## config.mk

```make
export PLATFORM = sky130hd
export DESIGN_NAME = bus_cycle_master
export DESIGN_NICKNAME = d
export VERILOG_FILES = /design/src/rtl/bm_pkg.sv /design/src/rtl/bm_lane_steer.sv /design/src/rtl/bm_wait_timer.sv /design/src/rtl/bm_strobe_phase.sv /design/src/rtl/bus_cycle_master.sv
export SDC_FILE = /design/constraint.sdc
export NUM_CORES = 1
export LEC_CHECK = 0
export CORE_MARGIN = 1.5
export CORE_UTILIZATION = 40
export CTS_BUF_LIST = sky130_fd_sc_hd__clkbuf_4 sky130_fd_sc_hd__clkbuf_8
export DETAILED_ROUTE_END_ITERATION = 12
export PLACE_DENSITY = 0.74
export SYNTH_ARGS = -nofsm -noshare
export SYNTH_HDL_FRONTEND = slang
export SYNTH_SLANG_ARGS = --single-unit
export TNS_END_PERCENT = 100
```

## constraint.sdc

```tcl
create_clock -name clk -period 3.6 [get_ports clk]
set_input_delay 0.9 -clock clk [delete_from_list [all_inputs] [get_ports clk]]
set_output_delay 0.9 -clock clk [all_outputs]
set_load 0.05 [all_outputs]
```

## src/rtl/bm_pkg.sv

```systemverilog
package bm_pkg;

    localparam int DATA_W  = 32;
    localparam int LANES   = DATA_W / 8;
    localparam int LANE_IW = $clog2(LANES);
    localparam int BASE_EDGES = 4;

    typedef enum logic [1:0] {
        SZ_BYTE     = 2'd0,
        SZ_HALF     = 2'd1,
        SZ_WORD     = 2'd2,
        SZ_WORD_ALT = 2'd3
    } xfer_size_e;

    typedef enum logic {
        ST_IDLE = 1'b0,
        ST_XFER = 1'b1
    } bus_state_e;

    // Lane plan for one transfer: which lanes are live, the lowest one,
    // and the right-aligned keep mask for the payload.
    typedef struct packed {
        logic [LANES-1:0]   mask;
        logic [LANE_IW-1:0] base;
        logic [DATA_W-1:0]  keep;
    } lane_plan_t;

    // Latched request carried through the cycle.
    typedef struct packed {
        logic              write;
        xfer_size_e        size;
        logic [DATA_W-1:0] wdata;
    } req_info_t;

    function automatic lane_plan_t plan_lanes(input xfer_size_e sz,
                                              input logic [LANE_IW-1:0] off);
        lane_plan_t p;
        case (sz)
            SZ_BYTE: begin
                p.base = off;
                p.mask = LANES'(1) << off;
                p.keep = DATA_W'(8'hFF);
            end
            SZ_HALF: begin
                p.base = {off[LANE_IW-1], {(LANE_IW-1){1'b0}}};
                p.mask = LANES'(3) << p.base;
                p.keep = DATA_W'(16'hFFFF);
            end
            default: begin
                p.base = '0;
                p.mask = '1;
                p.keep = '1;
            end
        endcase
        return p;
    endfunction

endpackage

```

## src/rtl/bm_lane_steer.sv

```systemverilog
module bm_lane_steer
    import bm_pkg::*;
(
    input  xfer_size_e          size,
    input  logic [LANE_IW-1:0]  offset,
    input  logic [DATA_W-1:0]   wdata,
    input  logic [DATA_W-1:0]   bus_in,
    output logic [LANES-1:0]    lane_mask,
    output logic [DATA_W-1:0]   bus_out,
    output logic [DATA_W-1:0]   rd_aligned
);
    lane_plan_t plan;
    logic [DATA_W-1:0] kept_w;
    logic [DATA_W-1:0] lane_in;

    always_comb plan = plan_lanes(size, offset);
    assign lane_mask = plan.mask;
    assign kept_w    = wdata & plan.keep;

    // Each bus lane picks its byte from the payload relative to the base
    // lane; bus lanes outside the plan carry zero in both directions.
    for (genvar g = 0; g < LANES; g++) begin : g_lane
        logic [LANE_IW-1:0] rel;
        assign rel = LANE_IW'(g) - plan.base;
        assign bus_out[8*g +: 8] = plan.mask[g] ? kept_w[8*rel +: 8] : 8'h00;
        assign lane_in[8*g +: 8] = plan.mask[g] ? bus_in[8*g +: 8] : 8'h00;
    end

    assign rd_aligned = lane_in >> {plan.base, 3'b000};

endmodule

```

## src/rtl/bm_wait_timer.sv

```systemverilog
module bm_wait_timer
    import bm_pkg::*;
#(
    parameter int WAIT_W = 3
) (
    input  logic              clk,
    input  logic              rst,
    input  logic              start,
    input  logic              run,
    input  logic [WAIT_W-1:0] wait_cfg,
    input  logic              use_ready,
    input  logic              ready,
    output logic              fire
);
    localparam int CNT_W = WAIT_W + 2;
    localparam logic [CNT_W-1:0] LAST_BASE = CNT_W'(BASE_EDGES - 1);

    logic [CNT_W-1:0] edges_q;
    logic             base_done;
    logic             wait_done;

    // edges_q holds the number of rising edges already seen after the one
    // that accepted the request.
    always_ff @(posedge clk) begin
        if (rst || start) begin
            edges_q <= '0;
        end else if (run && edges_q != '1) begin
            edges_q <= edges_q + 1'b1;
        end
    end

    assign base_done = edges_q >= LAST_BASE;
    assign wait_done = edges_q == (LAST_BASE + CNT_W'(wait_cfg));
    assign fire = run && (use_ready ? (base_done && ready) : wait_done);

endmodule

```

## src/rtl/bm_strobe_phase.sv

```systemverilog
module bm_strobe_phase (
    input  logic clk,
    input  logic rst,
    input  logic active,
    input  logic write,
    output logic ne_n,
    output logic nwe_n,
    output logic noe_n
);
    logic armed_q;

    // Falling-edge copy of the cycle flag: strobes start half a clock
    // after acceptance; dropping 'active' on a rising edge releases them.
    always_ff @(negedge clk) begin
        if (rst) begin
            armed_q <= 1'b0;
        end else begin
            armed_q <= active;
        end
    end

    logic on;
    assign on    = active & armed_q;
    assign ne_n  = ~on;
    assign nwe_n = ~(on & write);
    assign noe_n = ~(on & ~write);

endmodule

```

## src/rtl/bus_cycle_master.sv

```systemverilog
module bus_cycle_master
    import bm_pkg::*;
#(
    parameter int ADDR_W = 16,
    parameter int WAIT_W = 3
) (
    input  logic              clk,
    input  logic              rst,
    input  logic              req_valid,
    input  logic              req_write,
    input  logic [1:0]        req_size,
    input  logic [ADDR_W-1:0] req_addr,
    input  logic [31:0]       req_wdata,
    input  logic [WAIT_W-1:0] cfg_wait,
    input  logic              cfg_use_ready,
    output logic              busy,
    output logic              done,
    output logic [31:0]       rd_data,
    output logic [ADDR_W-1:0] bus_addr,
    output logic              bus_ne_n,
    output logic              bus_nwe_n,
    output logic              bus_noe_n,
    output logic [3:0]        bus_nbl_n,
    output logic [31:0]       bus_dout,
    output logic              bus_doe,
    input  logic [31:0]       bus_din,
    input  logic              bus_ready
);
    bus_state_e        state_q;
    req_info_t         req_q;
    logic [ADDR_W-1:0] addr_q;
    logic [WAIT_W-1:0] wait_q;
    logic              rdy_mode_q;
    logic [DATA_W-1:0] rd_q;
    logic              done_q;

    logic              accept;
    logic              in_xfer;
    logic              fire;
    logic [LANES-1:0]  lane_mask;
    logic [DATA_W-1:0] steered;
    logic [DATA_W-1:0] aligned;

    assign in_xfer = state_q == ST_XFER;
    assign accept  = (state_q == ST_IDLE) && req_valid;

    always_ff @(posedge clk) begin
        if (rst) begin
            state_q    <= ST_IDLE;
            req_q      <= '0;
            addr_q     <= '0;
            wait_q     <= '0;
            rdy_mode_q <= 1'b0;
            rd_q       <= '0;
            done_q     <= 1'b0;
        end else begin
            done_q <= 1'b0;
            case (state_q)
                ST_IDLE: if (req_valid) begin
                    state_q     <= ST_XFER;
                    req_q.write <= req_write;
                    req_q.size  <= xfer_size_e'(req_size);
                    req_q.wdata <= req_wdata;
                    addr_q      <= req_addr;
                    wait_q      <= cfg_wait;
                    rdy_mode_q  <= cfg_use_ready;
                end
                ST_XFER: if (fire) begin
                    state_q <= ST_IDLE;
                    done_q  <= 1'b1;
                    if (!req_q.write) begin
                        rd_q <= aligned;
                    end
                end
                default: state_q <= ST_IDLE;
            endcase
        end
    end

    bm_wait_timer #(.WAIT_W(WAIT_W)) u_timer (
        .clk       (clk),
        .rst       (rst),
        .start     (accept),
        .run       (in_xfer),
        .wait_cfg  (wait_q),
        .use_ready (rdy_mode_q),
        .ready     (bus_ready),
        .fire      (fire)
    );

    bm_lane_steer u_steer (
        .size       (req_q.size),
        .offset     (addr_q[LANE_IW-1:0]),
        .wdata      (req_q.wdata),
        .bus_in     (bus_din),
        .lane_mask  (lane_mask),
        .bus_out    (steered),
        .rd_aligned (aligned)
    );

    bm_strobe_phase u_strobe (
        .clk   (clk),
        .rst   (rst),
        .active(in_xfer),
        .write (req_q.write),
        .ne_n  (bus_ne_n),
        .nwe_n (bus_nwe_n),
        .noe_n (bus_noe_n)
    );

    assign busy      = in_xfer;
    assign done      = done_q;
    assign rd_data   = rd_q;
    assign bus_addr  = addr_q;
    assign bus_nbl_n = in_xfer ? ~lane_mask : '1;
    assign bus_doe   = in_xfer & req_q.write;
    assign bus_dout  = steered;

endmodule

```

==> flow_summary_export.csv <==
group,metric,value,unit
final_layout,layout-drive-gt1-share,13.0,%
die,die_area,12600,um2
critical_path,critical_path_peak_fanout,2,
global_routing,first_global_vias,4840,
clock_tree,cts_max_level,3,
run,cap_viol_max_count,0,
hold_path,worst_hold_path.num_cells,2,
critical_path,timing.reg2reg.setup_slack,0.82,ns
synth,synth.yosys.seq_area_share,39.9,%
final_layout,area_growth,53.1,%
synth,yosys.area.top_type,"dfxtp_1",
routing,drt-vias-per-instance,5.40,
sta,worst_slew_pin_slew,1.05,ns
final_layout,final_core_utilization,63.4,%
synth,number_of_flops_mapped_to_enable_cells_by_yosys,0,
sta,final.setup.worst_slack,-0.270,ns
sta,rsz0062_at_grt,"yes",
clock_tree,numCtsBuffers,9,
final_layout,net_count_of_the_finished_layout,848,
routing,drt_iter0_markers,362,
synth,synth_ff_type,"dfxtp_1",
critical_path,worst_r2r_startpoint,"busy$_SDFF_PP0_",
sta,hold-worst-slack,0.461,ns
die,floorplan.initialDensity,41.4,%
critical_path,setup.worst_path.class,"reg -> out",
critical_path,rr_worst_depth,2,
synth,synth-seq-cells,95,
clock_tree,clkSinkCount,95,
synth,yosys_warnings,0,
global_routing,grt_max_degree,97,
hold_path,hold_path.class,"reg -> reg",
critical_path,worstPathCellList,"nand2_2, or2_4, buf_8",
place,port_buffers,180,
routing,drt_wl_total,15300,um
synth,syn_area,4770,um2
power_and_ir_drop,powerDensity,355,nW/um2
critical_path,worst_setup_path_start_kind,"flip-flop",
synth,synth.lib_cells_used.distinct,39,
die,rows,39,
critical_path,worst_path_largest_cell_delay,0.32,ns
critical_path,timing.critical_path.arrival,2.97,ns
hold_path,worstHoldStart,"bus_addr[6]$_SDFFE_PP0P_",
sta,hold_viol,0,
global_routing,grt.total_usage,24.5,%
sta,setup_violations,3,
synth,post_synth_main_area_contributors,"dfxtp_1, nand2_1, a21oi_1, mux2i_1, a22oi_1",
power_and_ir_drop,p_leak,2.62,nW
global_routing,grt_first_pass_wirelength,24400,um
status,violations,"negative setup slack",
place,gp_congestion,0.927,
clock_tree,cts-root-to-sink-buffers,2,
synth,postSynth.asyncResetShare,0,%
routing,ant_nets,0,
power_and_ir_drop,power.ir.vdd_worst,0.211,mV
synth,postSynthAreaPerCell,7.98,um2
clock_tree,cts.reportedPaths.clkPinSlew,0.09,ns
die,placeableCoreArea,11500,um2
synth,synth.net_count,692,
synth,syn_inst,598,
routing,dr_wl_cell,17.0,um
sta,timing.slew.headroom,29.9,%
clock_tree,clk_latency,0.41,ns
global_routing,antenna_found_initial,0,
routing,drt_drc_violations_left,0,
status,result_of_the_run,"finished with violations",
die,die-width,112,um
final_layout,antenna_cells,0,
clock_tree,clock_tree_root_driver_cell,"clkbuf_8",
critical_path,required_time_reported_for_the_critical_path_endpoint,2.70,ns
die,fp.dieH,112,um
place,detailedPlacementHpwl,11100,um
routing,detailroute.via_count,4872,
routing,drtPass1Iterations,7,
synth,ys_top_cells_by_count,"nand2_1, dfxtp_1, a21oi_1",
global_routing,gr-total-overflow,0,
final_layout,final.fill_count,1010,
sta,skew,0.0303,ns
critical_path,critical_path.endpoint_type,"output pin",
clock_tree,hold_buffers,0,
hold_path,worst_hold_path.endpoint,"bus_addr[6]$_SDFFE_PP0P_",
synth,yosys.cell_count.top_type,"nand2_1",
synth,synth_top_area_share,39.9,%
sta,report.final.slew_viol_count,0,
clock_tree,tritoncts_clock_tree,"yes",
die,pin_count,181,
critical_path,cpMaxStageDelayCell,"dfxtp_2",
critical_path,reg2reg_to,"u_strobe.armed_q$_SDFF_NP0_",
## state kept, by name (all words and copies together), names as in the netlist
name,flops
rdy_mode_q,1
u_timer.edges_q,5
bus_addr,16
busy,1
u_strobe.armed_q,1
done,1
rd_data,32
req_q,35
wait_q,3
## kinds of logic after synthesis
kind of cell             Yosys count  synth area share (%)
adder cells (fa/ha/maj)            3                 0.787
AO/OA/AOI/OAI                    160                  21.9
AND/OR/NAND/NOR                  245                  24.0
flip-flops                        95                  39.9
multiplexers                      33                  7.16
XOR/XNOR                           7                  1.57
buffers and inverters             55                  4.72
## layout by cell type (no fill, tap or decap), types with 2 or more instances in the layout
master	synthesis	final
bufinv_16	0	4
buf_4	3	15
o221a_2	8	8
ha_1	3	3
dfxtp_1	95	93
o21ai_1	0	8
nor2b_1	20	18
a21o_1	2	2
a22oi_1	24	24
a22o_1	8	8
a211oi_1	9	9
nor2_1	11	11
mux2i_1	24	24
nand2b_1	19	19
and3b_1	8	8
mux2_2	9	9
buf_12	0	36
nand2_2	0	2
clkbuf_8	0	9
and2_1	10	10
a21oi_1	69	69
a311oi_1	8	8
nand2_1	164	162
nor3b_1	5	5
o21ai_0	28	20
clkdlybuf4s50_1	0	143
inv_1	4	4
xnor2_1	5	5
dfxtp_2	0	2
clkinv_2	0	2
## cell type report
class                      count  area, um2  share of cell area, %
timing repair buffer         196       2280                   31.3
tap                          143        179                   2.45
multi-input combinational    448       2660                   36.4
clock buffer                   9        124                   1.70
sequential                    95       1900                   26.1
clock inverter                 8        139                   1.90
inverter                       3       11.3                  0.154
## worst max-delay path by stage
| stage | startpoint | to | slack (ns) | depth (start not counted) |
|---|---|---|---|---|
| final | u_strobe.armed_q$_SDFF_NP0_ | bus_noe_n | -0.27 | 3 |
| after global routing | u_strobe.armed_q$_SDFF_NP0_ | bus_noe_n | -0.32 | 3 |
| after CTS | u_strobe.armed_q$_SDFF_NP0_ | bus_noe_n | -0.30 | 3 |
| after detailed placement | u_strobe.armed_q$_SDFF_NP0_ | bus_noe_n | 0.07 | 3 |
| after global placement | u_strobe.armed_q$_SDFF_NP0_ | bus_noe_n | 0.07 | 3 |
| after floorplan | u_strobe.armed_q$_SDFF_NP0_ | bus_noe_n | 0.02 | 2 |
## metal layers
layer | part of all wire, % | GRT usage, % | wire, um | vias up
met5 | 0 | 0 | 0 | -
met2 | 49 | 41.7 | 7550 | 158
met1 | 41 | 29.0 | 6340 | 2320
li1 | - | - | - | 2364
met4 | 3.0 | 11.3 | 467 | 0
met3 | 6.4 | 6.59 | 982 | 30
## worst max-delay path: cells and delay by family (launching register included)
kind	cells	cell delay, ns
simple gates	2	0.29
flops	1	0.32
buf+inv	1	0.15
## metrics by stage
step	instances	power (W)	instance area, um2	worst slack, ns	TNS, ns
floorplan	598	0.00144	4770	0.0201	0
global placement	885	0.00170	7030	0.0725	0
detailed placement	885	0.00171	7030	0.0692	0
CTS	902	0.00261	7300	-0.301	-0.635
global route	902	0.00271	7300	-0.321	-0.733
finish	902	0.00259	7300	-0.270	-0.578
## where the power goes
part / switching, W / internal [W] / leakage, nW
Clock: 0.000381 / 0.000529 / 0.134
Sequential: 0.0000414 / 0.00109 / 0.775
Combinational: 0.000298 / 0.000255 / 1.71
## repair_timing
action,in CTS,in global routing
gates resized for setup,3,0
setup buffers,1,0
endpoints found under the setup margin,3,3
pin swaps,1,1
No activity file was read; power rests on OpenSTA's default activity.
